File: src/rtl/ccu_pkg.sv
package ccu_pkg;
  localparam int unsigned CCU_NCH       = 4;
  localparam int unsigned CCU_FLD       = 4;
  localparam int unsigned CCU_FLT_TAPS  = 3;

  typedef enum logic [3:0] {
    RA_CTRL  = 4'h0,
    RA_IOSEL = 4'h1,
    RA_PIN   = 4'h2,
    RA_IEN   = 4'h3,
    RA_FLAG  = 4'h4,
    RA_CNT   = 4'h5
  } reg_addr_e;

  // new pin level after a compare match
  function automatic logic f_cmp_level(input logic [1:0] act, input logic cur);
    case (act)
      2'b01:   return 1'b0;
      2'b10:   return 1'b1;
      2'b11:   return ~cur;
      default: return cur;
    endcase
  endfunction

  // does the observed level change qualify as a capture edge
  function automatic logic f_edge_hit(input logic [1:0] sel, input logic prev, input logic now);
    case (sel)
      2'b00:   return ~prev & now;
      2'b01:   return prev & ~now;
      default: return prev ^ now;
    endcase
  endfunction
endpackage

File: src/rtl/ccu_counter.sv
module ccu_counter #(
  parameter int unsigned W = 16
) (
  input  logic         clk,
  input  logic         rst_n,
  input  logic         tick,
  input  logic         run,
  input  logic         clr_on_a,
  input  logic         a_is_cmp,
  input  logic [W-1:0] gr_a,
  input  logic         wr_cnt,
  input  logic [W-1:0] wr_val,
  output logic [W-1:0] cnt,
  output logic [W-1:0] nxt_cnt,
  output logic         adv,
  output logic         ovf_evt,
  output logic         clr_evt
);
  localparam logic [W-1:0] TOP = '1;

  assign adv     = tick & run;
  assign clr_evt = adv & clr_on_a & a_is_cmp & (cnt == gr_a);
  assign ovf_evt = adv & ~clr_evt & (cnt == TOP);
  assign nxt_cnt = clr_evt ? '0 : cnt + 1'b1;

  always_ff @(posedge clk or negedge rst_n) begin
    if (!rst_n)      cnt <= '0;
    else if (wr_cnt) cnt <= wr_val;
    else if (adv)    cnt <= nxt_cnt;
  end


  hold_when_idle_chk: assert property (@(posedge clk) disable iff (!rst_n)
    (!adv && !wr_cnt) |=> $stable(cnt));

  wrap_to_zero_chk: assert property (@(posedge clk) disable iff (!rst_n)
    (ovf_evt && !wr_cnt) |=> (cnt == '0));

  clear_on_a_chk: assert property (@(posedge clk) disable iff (!rst_n)
    (clr_evt && !wr_cnt) |=> (cnt == '0));
endmodule

File: src/rtl/ccu_in_filter.sv
module ccu_in_filter #(
  parameter int unsigned TAPS = 3
) (
  input  logic clk,
  input  logic rst_n,
  input  logic tick,
  input  logic flt_en,
  input  logic pin,
  output logic lvl,
  output logic lvl_prev
);
  logic [TAPS-1:0] sh;

  always_ff @(posedge clk or negedge rst_n) begin
    if (!rst_n) begin
      sh       <= '0;
      lvl      <= 1'b0;
      lvl_prev <= 1'b0;
    end else if (tick) begin
      sh       <= {sh[TAPS-2:0], pin};
      lvl_prev <= lvl;
      if (!flt_en)  lvl <= pin;
      else if (&sh) lvl <= 1'b1;
      else if (~|sh) lvl <= 1'b0;
    end
  end


  level_on_tick_chk: assert property (@(posedge clk) disable iff (!rst_n)
    !tick |=> $stable(lvl));
endmodule

File: src/rtl/ccu_timer.sv
module ccu_timer #(
  parameter int unsigned W = 16
) (
  input  logic         clk,
  input  logic         rst_n,
  input  logic         tick,
  input  logic         wr_en,
  input  logic [3:0]   wr_addr,
  input  logic [W-1:0] wr_data,
  input  logic [3:0]   rd_addr,
  output logic [W-1:0] rd_data,
  input  logic [3:0]   ch_in,
  output logic [3:0]   ch_out,
  output logic [3:0]   ch_oe,
  output logic         irq
);
  import ccu_pkg::*;
  localparam int unsigned NCH = CCU_NCH;
  localparam int unsigned FLD = CCU_FLD;
  localparam int unsigned NFL = NCH + 1;

  logic           run, clr_a, buf_c, buf_d;
  logic [2:0]     mode [NCH];
  logic [NCH-1:0] init_lv, level, pin_off, flt;
  logic [NFL-1:0] ien, flags, flag_set;
  logic [W-1:0]   gr [NCH];
  logic [W-1:0]   cnt, nxt_cnt;
  logic           adv, ovf_evt, clr_evt;
  logic [NCH-1:0] lvl, lvl_prev, slave, cmp_evt, cap_evt, gr_wr, buf_load;
  logic [W-1:0]   buf_src [NCH];

  logic wr_ctrl, wr_iosel, wr_pin, wr_ien, wr_flag, wr_cnt;
  assign wr_ctrl  = wr_en && (wr_addr == RA_CTRL);
  assign wr_iosel = wr_en && (wr_addr == RA_IOSEL);
  assign wr_pin   = wr_en && (wr_addr == RA_PIN);
  assign wr_ien   = wr_en && (wr_addr == RA_IEN);
  assign wr_flag  = wr_en && (wr_addr == RA_FLAG);
  assign wr_cnt   = wr_en && (wr_addr == RA_CNT);

  ccu_counter #(.W(W)) u_cnt (
    .clk, .rst_n, .tick, .run, .clr_on_a(clr_a), .a_is_cmp(~mode[0][2]),
    .gr_a(gr[0]), .wr_cnt, .wr_val(wr_data), .cnt, .nxt_cnt, .adv,
    .ovf_evt, .clr_evt
  );

  for (genvar j = 0; j < NCH; j++) begin : g_ch
    ccu_in_filter #(.TAPS(CCU_FLT_TAPS)) u_flt (
      .clk, .rst_n, .tick, .flt_en(flt[j]), .pin(ch_in[j]),
      .lvl(lvl[j]), .lvl_prev(lvl_prev[j])
    );
    if (j >= 2) begin : g_buf
      assign slave[j]    = (j == 2) ? buf_c : buf_d;
      assign buf_load[j] = slave[j] & cap_evt[j-2];
      assign buf_src[j]  = gr[j-2];
    end else begin : g_nobuf
      assign slave[j]    = 1'b0;
      assign buf_load[j] = 1'b0;
      assign buf_src[j]  = gr[j];
    end
    assign gr_wr[j]   = wr_en && wr_addr[3] && !wr_addr[2] && (wr_addr[1:0] == 2'(j));
    assign cmp_evt[j] = ~mode[j][2] & ~slave[j] & adv & (nxt_cnt == gr[j]);
    assign cap_evt[j] = mode[j][2] & ~slave[j] & tick &
                        f_edge_hit(mode[j][1:0], lvl_prev[j], lvl[j]);
    assign ch_out[j]  = level[j];
    assign ch_oe[j]   = ~pin_off[j] & ~mode[j][2];
  end

  assign flag_set = {ovf_evt, cmp_evt | cap_evt};
  assign irq      = |(flags & ien);

  always_ff @(posedge clk or negedge rst_n) begin
    if (!rst_n) begin
      {buf_d, buf_c, clr_a, run} <= '0;
      pin_off <= '1;
      flt     <= '0;
      ien     <= '0;
      flags   <= '0;
      init_lv <= '0;
      level   <= '0;
      for (int j = 0; j < NCH; j++) begin
        mode[j] <= '0;
        gr[j]   <= '1;
      end
    end else begin
      if (wr_ctrl) {buf_d, buf_c, clr_a, run} <= wr_data[3:0];
      if (wr_pin) {flt, pin_off} <= wr_data[2*NCH-1:0];
      if (wr_ien) ien <= wr_data[NFL-1:0];
      flags <= (wr_flag ? (flags & wr_data[NFL-1:0]) : flags) | flag_set;
      for (int j = 0; j < NCH; j++) begin
        if (wr_iosel) begin
          mode[j]    <= wr_data[FLD*j +: 3];
          init_lv[j] <= wr_data[FLD*j+3];
          level[j]   <= wr_data[FLD*j+3];
        end else if (cmp_evt[j]) begin
          level[j] <= f_cmp_level(mode[j][1:0], level[j]);
        end
        if (gr_wr[j])         gr[j] <= wr_data;
        else if (cap_evt[j])  gr[j] <= cnt;
        else if (buf_load[j]) gr[j] <= buf_src[j];
      end
    end
  end

  always_comb begin
    rd_data = '0;
    case (rd_addr)
      RA_CTRL:  rd_data = W'({buf_d, buf_c, clr_a, run});
      RA_IOSEL: for (int j = 0; j < NCH; j++) rd_data[FLD*j +: FLD] = {init_lv[j], mode[j]};
      RA_PIN:   rd_data = W'({flt, pin_off});
      RA_IEN:   rd_data = W'(ien);
      RA_FLAG:  rd_data = W'(flags);
      RA_CNT:   rd_data = cnt;
      4'h8:     rd_data = gr[0];
      4'h9:     rd_data = gr[1];
      4'hA:     rd_data = gr[2];
      4'hB:     rd_data = gr[3];
      default:  rd_data = '0;
    endcase
  end


  buffer_shift_chk: assert property (@(posedge clk) disable iff (!rst_n)
    (cap_evt[0] && buf_c && !gr_wr[2]) |=> (gr[2] == $past(gr[0])));

  hw_set_wins_chk: assert property (@(posedge clk) disable iff (!rst_n)
    (flag_set != '0) |=> ((flags & $past(flag_set)) == $past(flag_set)));
endmodule

File: config.mk
export PLATFORM = sky130hd
export DESIGN_NAME = ccu_timer
export DESIGN_NICKNAME = d
export VERILOG_FILES = /design/src/rtl/ccu_pkg.sv /design/src/rtl/ccu_counter.sv /design/src/rtl/ccu_in_filter.sv /design/src/rtl/ccu_timer.sv
export SDC_FILE = /design/constraint.sdc
export NUM_CORES = 1
export LEC_CHECK = 0
export BUFFER_PORTS_ARGS = -buffer_cell sky130_fd_sc_hd__clkbuf_2
export CORE_UTILIZATION = 55
export DETAILED_ROUTE_END_ITERATION = 8
export GPL_TIMING_DRIVEN = 1
export PLACE_DENSITY_LB_ADDON = 0.05
export SLEW_MARGIN = 40
export SYNTH_ARGS = -nofsm -noshare
export SYNTH_HDL_FRONTEND = slang
export SYNTH_SLANG_ARGS = --single-unit
export TNS_END_PERCENT = 10
File: constraint.sdc
create_clock -name clk -period 3.9 [get_ports clk]
set_input_delay 0.195 -clock clk [delete_from_list [all_inputs] [get_ports clk]]
set_output_delay 0.195 -clock clk [all_outputs]
set_load 0.01 [all_outputs]
==> impl_metrics.env, run 1 <==
export IMPL_p_clk_share_pct=20.2
export IMPL_die_area_mm2=0.0182
export IMPL_drv_cap=0
export IMPL_initial_utilization_pct=56.2
export IMPL_max_slew_margin_rel_pct=43.8
export IMPL_die_x_um=135
export IMPL_antenna_found_initial=0
export IMPL_async_reset_ff_share_pct=100
export IMPL_setup_tns_final_ps=0
export IMPL_startpoint_type="flip-flop"
export IMPL_switchingPower_uw=3720
export IMPL_clk_pin_slew_worst_paths_ps=70
export IMPL_multi_input_area_mm2=0.00571
export IMPL_power_density_mw_per_mm2=760
export IMPL_synth_seq_cells=142
export IMPL_cpMaxStageDelayCell="xor2_1"
export IMPL_overflow=0
export IMPL_clock_sinks=142
export IMPL_drc_errors=0
export IMPL_syn_nets=1175
export IMPL_rsz0062_at_grt="no"
export IMPL_yosysWarnings=0
export IMPL_area_delta_synth_final_pct=12.9
export IMPL_synth_edf_count=0
export IMPL_num_rows=48
export IMPL_hp_class="input port to flip-flop"
export IMPL_pin_count=57
export IMPL_die_y_um=135
export IMPL_finalClockSkew_ps=12.6
export IMPL_cp_top_family="simple AND/OR/NAND/NOR gates"
export IMPL_clock_root_buffer="clkbuf_16"
export IMPL_endpoint_kind="flip-flop"
export IMPL_dp_hpwl_um=25900
export IMPL_clock_path_buffers=2
export IMPL_tightest_slew_ps=841
export IMPL_io_buffers=56
export IMPL_coreArea_mm2=0.0173
export IMPL_final_cell_mix="nand2_1, o21ai_0, dfrtp_1"
export IMPL_timing_critical_path_buf_inv=1
export IMPL_grt_max_degree=88
export IMPL_leakage_uw=0.00445
export IMPL_vias=9294
export IMPL_dr_pass1_iters=8
export IMPL_grt_pass1_vias=8743
export IMPL_slowest_delay_ps=720
export IMPL_fmax_mhz=291
export IMPL_gp_congestion=1.00
export IMPL_syn_inst=1126
export IMPL_pwr_share_seq_pct=41.0
export IMPL_wl_per_cell_um=26.0
export IMPL_fin_nets=1199
export IMPL_ir_drop_uv=551
export IMPL_cts_hold_buffers_added=2
export IMPL_final_common_cell="nand2_1"
export IMPL_cts_max_level=4
export IMPL_insertedDiodeCount=0
export IMPL_drive_gt1_share_pct=23.9
export IMPL_groute_usage_overall_pct=41.0
export IMPL_synthFlopType="dfrtp_1"
export IMPL_p_sw_share_pct=44.5
export IMPL_crit_chain="nand3_2 -> xor2_1 -> nor2_1 -> or4_1 -> a221oi_1 -> nor4b_2 -> buf_4 -> a31o_2 -> o21ai_1"
export IMPL_post_route_period_util_pct=88.0
export IMPL_grt_pass1_wl_um=54400
export IMPL_hold_viol=0
export IMPL_wl_um=36100
export IMPL_clk_latency_ps=440
export IMPL_setup_viol=0
export IMPL_seqCellArea_mm2=0.00364
export IMPL_postRouteAntennaNets=0
export IMPL_post_cts_resized=0
export IMPL_drt_iter0_drc=1271
export IMPL_cp_arrival_ps=3760
export IMPL_outcome="finished, final reports clean"
export IMPL_ys_seq_area_share_pct=37.4
export IMPL_ys_types=81
export IMPL_cp_required_ps=4230
export IMPL_fin_crit_ps=3430
export IMPL_crit_fanout=9
export IMPL_path_class="flip-flop to flip-flop"
export IMPL_power_share_combinational_pct=38.8
export IMPL_postCtsSetupBuffers=0
export IMPL_cts_buffers=17
export IMPL_intPower_uw=4630
export IMPL_syn_area_mm2=0.00972
export IMPL_slew_violations=0
export IMPL_synth_avg_cell_area_um2=8.63
export IMPL_power_uw=8340
export IMPL_via_per_inst=6.70
export IMPL_cts_tree="built"
export IMPL_fillers=1494
path summary, 6_finish.rpt:
check | startpoint | end | slack (ps) | depth (start not counted)
max | u_cnt.cnt[2]$_DFFE_PN0P_ | ch_out[0]$_DFFE_PN0P_ | 470 | 9
min | ch_in[1] | g_ch[1].u_flt.sh[0]$_DFFE_PN0P_ | 4 | 2
max reg2reg | u_cnt.cnt[2]$_DFFE_PN0P_ | ch_out[0]$_DFFE_PN0P_ | 470 | 9
min reg2reg | init_lv[1]$_DFFE_PN0P_ | init_lv[1]$_DFFE_PN0P_ | 500 | 2
max in group asynchronous | rst_n | buf_src[2]$_DFFE_PN1P_ | 2590 | 3
min in group asynchronous | rst_n | clr_a$_DFFE_PN0P_ | 370 | 2
synth_stat cells, types with 17 or more instances:
cell	instances	area (µm²)
nand3_1	26	130
ha_1	17	213
nand2_1	187	702
clkbuf_1	74	278
mux2_2	31	349
mux2i_1	71	711
nor4_1	19	119
dfrtp_1	74	1850
dfstp_2	68	1790
xnor2_1	29	254
a22oi_1	25	188
nor2_1	67	251
a21oi_1	49	245
o21ai_0	126	631
nor3_1	30	150
a222oi_1	18	180
inv_1	21	78.8
power by group through the flow:
stage | Combinational [µW] | Clock, µW | Sequential, µW
final | 3240 | 1690 | 3420
after global routing | 3530 | 1750 | 3460
after CTS | 3170 | 1690 | 3350
after detailed placement | 3140 | 0 | 3360
after global placement | 3100 | 0 | 3360
after floorplan | 2470 | 0 | 2660
logic make-up (layout without fill, tap and decap cells):
logic type	Yosys count	count (layout)	synth area share [%]
xor gates and xnor gates	38	38	3.94
buffers and inverters	120	157	5.02
adders and majority gates	17	17	2.19
AOI/OAI and AO/OA	298	298	19.8
and+or+nand+nor	405	405	19.9
muxes	106	106	11.7
DFF	142	142	37.4
routing by layer:
metal  up-vias  wire [µm]  global-route usage, %
li1       4104          -                      -
met5         -          0                      0
met2       572      15800                   60.6
met1      4519      14900                   56.7
met4         0       1500                   17.9
met3        99       3820                   10.2
layout make-up:
class | instances | area share (%)
multi-input cells | 864 | 52.1
inverters | 21 | 0.718
well taps | 225 | 2.56
clock buffers | 19 | 4.13
repair buffers | 104 | 6.08
flip-flops and latches | 142 | 33.2
clock inverters | 13 | 1.31
state kept, by name, indices dropped and copies added, names as in the netlist, 4 cells and up:
| signal | flops |
|---|---|
| buf_src | 32 |
| gr | 32 |
| u_cnt.cnt | 16 |
| g_ch.u_flt.sh | 12 |
| mode | 12 |
| flags | 5 |
| ien | 5 |
| ch_out | 4 |
| flt | 4 |
| g_ch.u_flt.lvl | 4 |
| g_ch.u_flt.lvl_prev | 4 |
| init_lv | 4 |
| pin_off | 4 |
through the flow:
stage | setup WS (ps) | std cells | area (µm²) | hold WS (ps) | util (%)
5_1_grt | 246 | 1388 | 11000 | 7.47 | 63.5
6_report | 469 | 1388 | 11000 | 3.53 | 63.5
3_3_place_gp | 564 | 1354 | 10300 | 309 | 59.6
2_1_floorplan | 974 | 1126 | 9720 | -101 | -
3_5_place_dp | 593 | 1354 | 10300 | 315 | 59.8
4_1_cts | 558 | 1388 | 11000 | 0.756 | 63.4
worst register-to-register path, stage by stage, from the launching register on:
cell,delay [ps]
dfrtp_1,590
nand3_2,260
xor2_1,720
nor2_1,70
or4_1,610
a221oi_1,320
nor4b_2,300
buf_4,220
a31o_2,160
o21ai_1,70
Power figures use the tool's default switching activity.
==> inputs of run 2 (changes only) <==
Settings changed: ABC_AREA set to 1.
==> impl_metrics.env, run 2 <==
export IMPL_outcome="finished, final reports clean"
export IMPL_wl_um=35200
export IMPL_via_per_inst=6.18
export IMPL_syn_inst=1391
export IMPL_fin_nets=1486
export IMPL_vias=10300
export IMPL_final_cell_area_mm2=0.0108
export IMPL_synth_edf_count=0
export IMPL_grt_pass1_wl_um=53200
export IMPL_regToRegSetupSlack_ps=540
export IMPL_instances_no_fill=1670
export IMPL_setup_viol=0
export IMPL_reg2reg_to="ch_out[2]$_DFFE_PN0P_"
export IMPL_dp_hpwl_um=25800
export IMPL_synth_avg_cell_area_um2=6.91
export IMPL_cts_buffers=17
export IMPL_synthTopCellsByArea="dfrtp_1, dfstp_2, nand2_1, o21ai_0, inv_1"
export IMPL_endpoint_kind="flip-flop"
export IMPL_die_y_um=134
export IMPL_hold_viol=0
export IMPL_syn_area_mm2=0.00961
export IMPL_dp_cells=1633
export IMPL_synth_top_area_share_pct=19.3
export IMPL_async_reset_ff_share_pct=100
export IMPL_ir_drop_uv=448
export IMPL_clock_sinks=142
export IMPL_synthFlopType="dfrtp_1"
export IMPL_r2r_start="buf_src[17]$_DFFE_PN1P_"
export IMPL_clk_pin_slew_worst_paths_ps=70
export IMPL_seqCellArea_mm2=0.00364
export IMPL_slew_violations=0
export IMPL_cts_tree="built"
export IMPL_cpMaxStageDelayCell="dfstp_2"
export IMPL_clock_root_buffer="clkbuf_16"
export IMPL_fin_ws_ps=545
export IMPL_post_route_period_util_pct=86.0
export IMPL_cp_required_ps=4210
export IMPL_gp_congestion=1.07
export IMPL_pin_count=57
export IMPL_finalClockSkew_ps=8.58
export IMPL_r2r_worst_path_cells=16
export IMPL_die_x_um=134
export IMPL_yosysWarnings=0
export IMPL_ys_seq_area_share_pct=37.8
export IMPL_worstHoldStart="wr_data[10]"
export IMPL_tightest_slew_ps=999
export IMPL_placed_cell_area_mm2=0.0101
export IMPL_power_density_mw_per_mm2=758
export IMPL_overflow=0
export IMPL_rsz0062_at_grt="no"
export IMPL_clk_latency_ps=440
export IMPL_yosysMostFrequentCell="nand2_1"
export IMPL_path_class="flip-flop to flip-flop"
export IMPL_max_slew_margin_rel_pct=33.4
export IMPL_initial_utilization_pct=57.2
export IMPL_synth_common_cells="nand2_1, o21ai_0, inv_1"
export IMPL_wl_per_cell_um=21.1
export IMPL_drc_errors=0
export IMPL_coreArea_mm2=0.0168
export IMPL_multi_input_area_mm2=0.00514
export IMPL_insertedDiodeCount=0
export IMPL_startpoint_type="flip-flop"
export IMPL_drive_gt1_share_pct=14.8
export IMPL_num_rows=47
export IMPL_synth_seq_cells=142
export IMPL_fmax_mhz=298
export IMPL_place_ws_ps=663
export IMPL_postRouteAntennaNets=0
export IMPL_antenna_found_initial=1
export IMPL_cts_max_level=4
export IMPL_drt_iter0_drc=1365
export IMPL_area_delta_synth_final_pct=12.5
export IMPL_die_area_mm2=0.0180
export IMPL_grt_max_degree=73
export IMPL_dr_pass1_iters=7
export IMPL_groute_usage_overall_pct=39.6
export IMPL_final_cell_mix="nand2_1, o21ai_0, inv_1"
export IMPL_crit_chain="inv_1 -> nand2_1 -> nand2_1 -> nor2_1 -> nand2_1 -> nor2_1 -> nand3_2 -> buf_12 -> nand2_4 -> o21ai_1 -> nor2_1 -> nand3_1 -> nor2_1 -> nand3_1 -> nand2_1 -> nand3_1"
export IMPL_clock_path_buffers=2
export IMPL_grt_pass1_vias=9294
export IMPL_setup_tns_final_ps=0
export IMPL_io_buffers=56
export IMPL_crit_fanout=40
export IMPL_hp_class="input port to flip-flop"
export IMPL_ys_types=37
export IMPL_drv_cap=0
export IMPL_syn_nets=1440
export IMPL_fillers=1568
export IMPL_hold_end="gr[26]$_DFFE_PN1P_"
export IMPL_slowest_delay_ps=560
export IMPL_min_path_cells=3
export IMPL_fin_crit_ps=3360
export IMPL_cp_arrival_ps=3670
export IMPL_leakage_uw=0.00516
export IMPL_final_common_cell="nand2_1"
export IMPL_synth_area_leader_cell="dfrtp_1"
==> run 2: cell count changes in the layout (fill, tap and decap cells not counted), sizes merged, moves of 32 or more <==
cell    delta
a21oi     -40
inv      +140
mux2      -32
mux2i     -71
nand2    +261
nand3     +64
nor2      +41
o211ai    +52
o21ai     +51
==> run 2: how the worst max path moves through the flow <==
stage                                  to                     start  cells after the start  slack [ps]
floorplan           ch_out[2]$_DFFE_PN0P_  u_cnt.cnt[0]$_DFFE_PN0P_                     18        1840
global placement    ch_out[2]$_DFFE_PN0P_   buf_src[17]$_DFFE_PN1P_                     16         640
detailed placement  ch_out[2]$_DFFE_PN0P_   buf_src[17]$_DFFE_PN1P_                     16         660
CTS                 ch_out[2]$_DFFE_PN0P_   buf_src[17]$_DFFE_PN1P_                     16         650
global route        ch_out[2]$_DFFE_PN0P_   buf_src[17]$_DFFE_PN1P_                     16         460
finish              ch_out[2]$_DFFE_PN0P_   buf_src[17]$_DFFE_PN1P_                     16         540
==> run 2: layout make-up <==
class / instances / share of cell area (%)
Timing Repair Buffer: 82 / 4.80
Clock buffer: 18 / 3.97
Multi-Input combinational cell: 1030 / 47.5
Tap cell: 220 / 2.54
Inverter: 164 / 5.69
Sequential cell: 142 / 33.6
Clock inverter: 14 / 1.87
==> run 2: cells by family after synthesis <==
group                      count (synthesis)  share of synthesized area (%)
DFF                                      142                           37.8
and+or+nand+nor                          683                           29.6
buffers and inverters                    219                           8.78
adders and majority gates                 17                           2.21
xor gates and xnor gates                  16                           1.54
AOI/OAI and AO/OA                        314                           20.1
==> run 2: layer usage <==
| metal | up-vias | wire length [µm] | global-route usage [%] | share of wire, % |
|---|---|---|---|---|
| met1 | 4743 | 14500 | 55.2 | 41 |
| li1 | 4738 | - | - | - |
| met3 | 136 | 4450 | 9.86 | 13 |
| met5 | - | 11 | 0 | 0.031 |
| met4 | 2 | 1430 | 17.9 | 4.1 |
| met2 | 704 | 14800 | 58.0 | 42 |
==> run 2: worst max-delay path, delay by kind of cell, from the launching register on <==
family / cells / cell delay [ps]
and+or+nand+nor: 13 / 2100
DFF: 1 / 560
buffers and inverters: 2 / 480
AOI/OAI and AO/OA: 1 / 70
==> run 2: what timing repair did <==
item | in CTS | in global routing
endpoints found under the hold margin | 53 | 0
hold buffers | 5 | 0
setup buffers | 0 | 0
gates resized for setup | 0 | 0
==> run 2: power breakdown <==
part,switching [µW],internal [µW]
logic,2340,1200
clock network,710,1080
registers,656,2210
total,3700,4500
==> run 2: per-stage QoR <==
| step | total power (µW) | util [%] | hold WS [ps] |
|---|---|---|---|
| after floorplan | 5110 | - | -101 |
| after global placement | 6230 | 60.3 | 258 |
| after detailed placement | 6250 | 60.3 | 249 |
| after CTS | 8060 | 64.3 | 30.4 |
| after global routing | 8660 | 64.3 | 62.7 |
| final | 8200 | 64.3 | 33.1 |
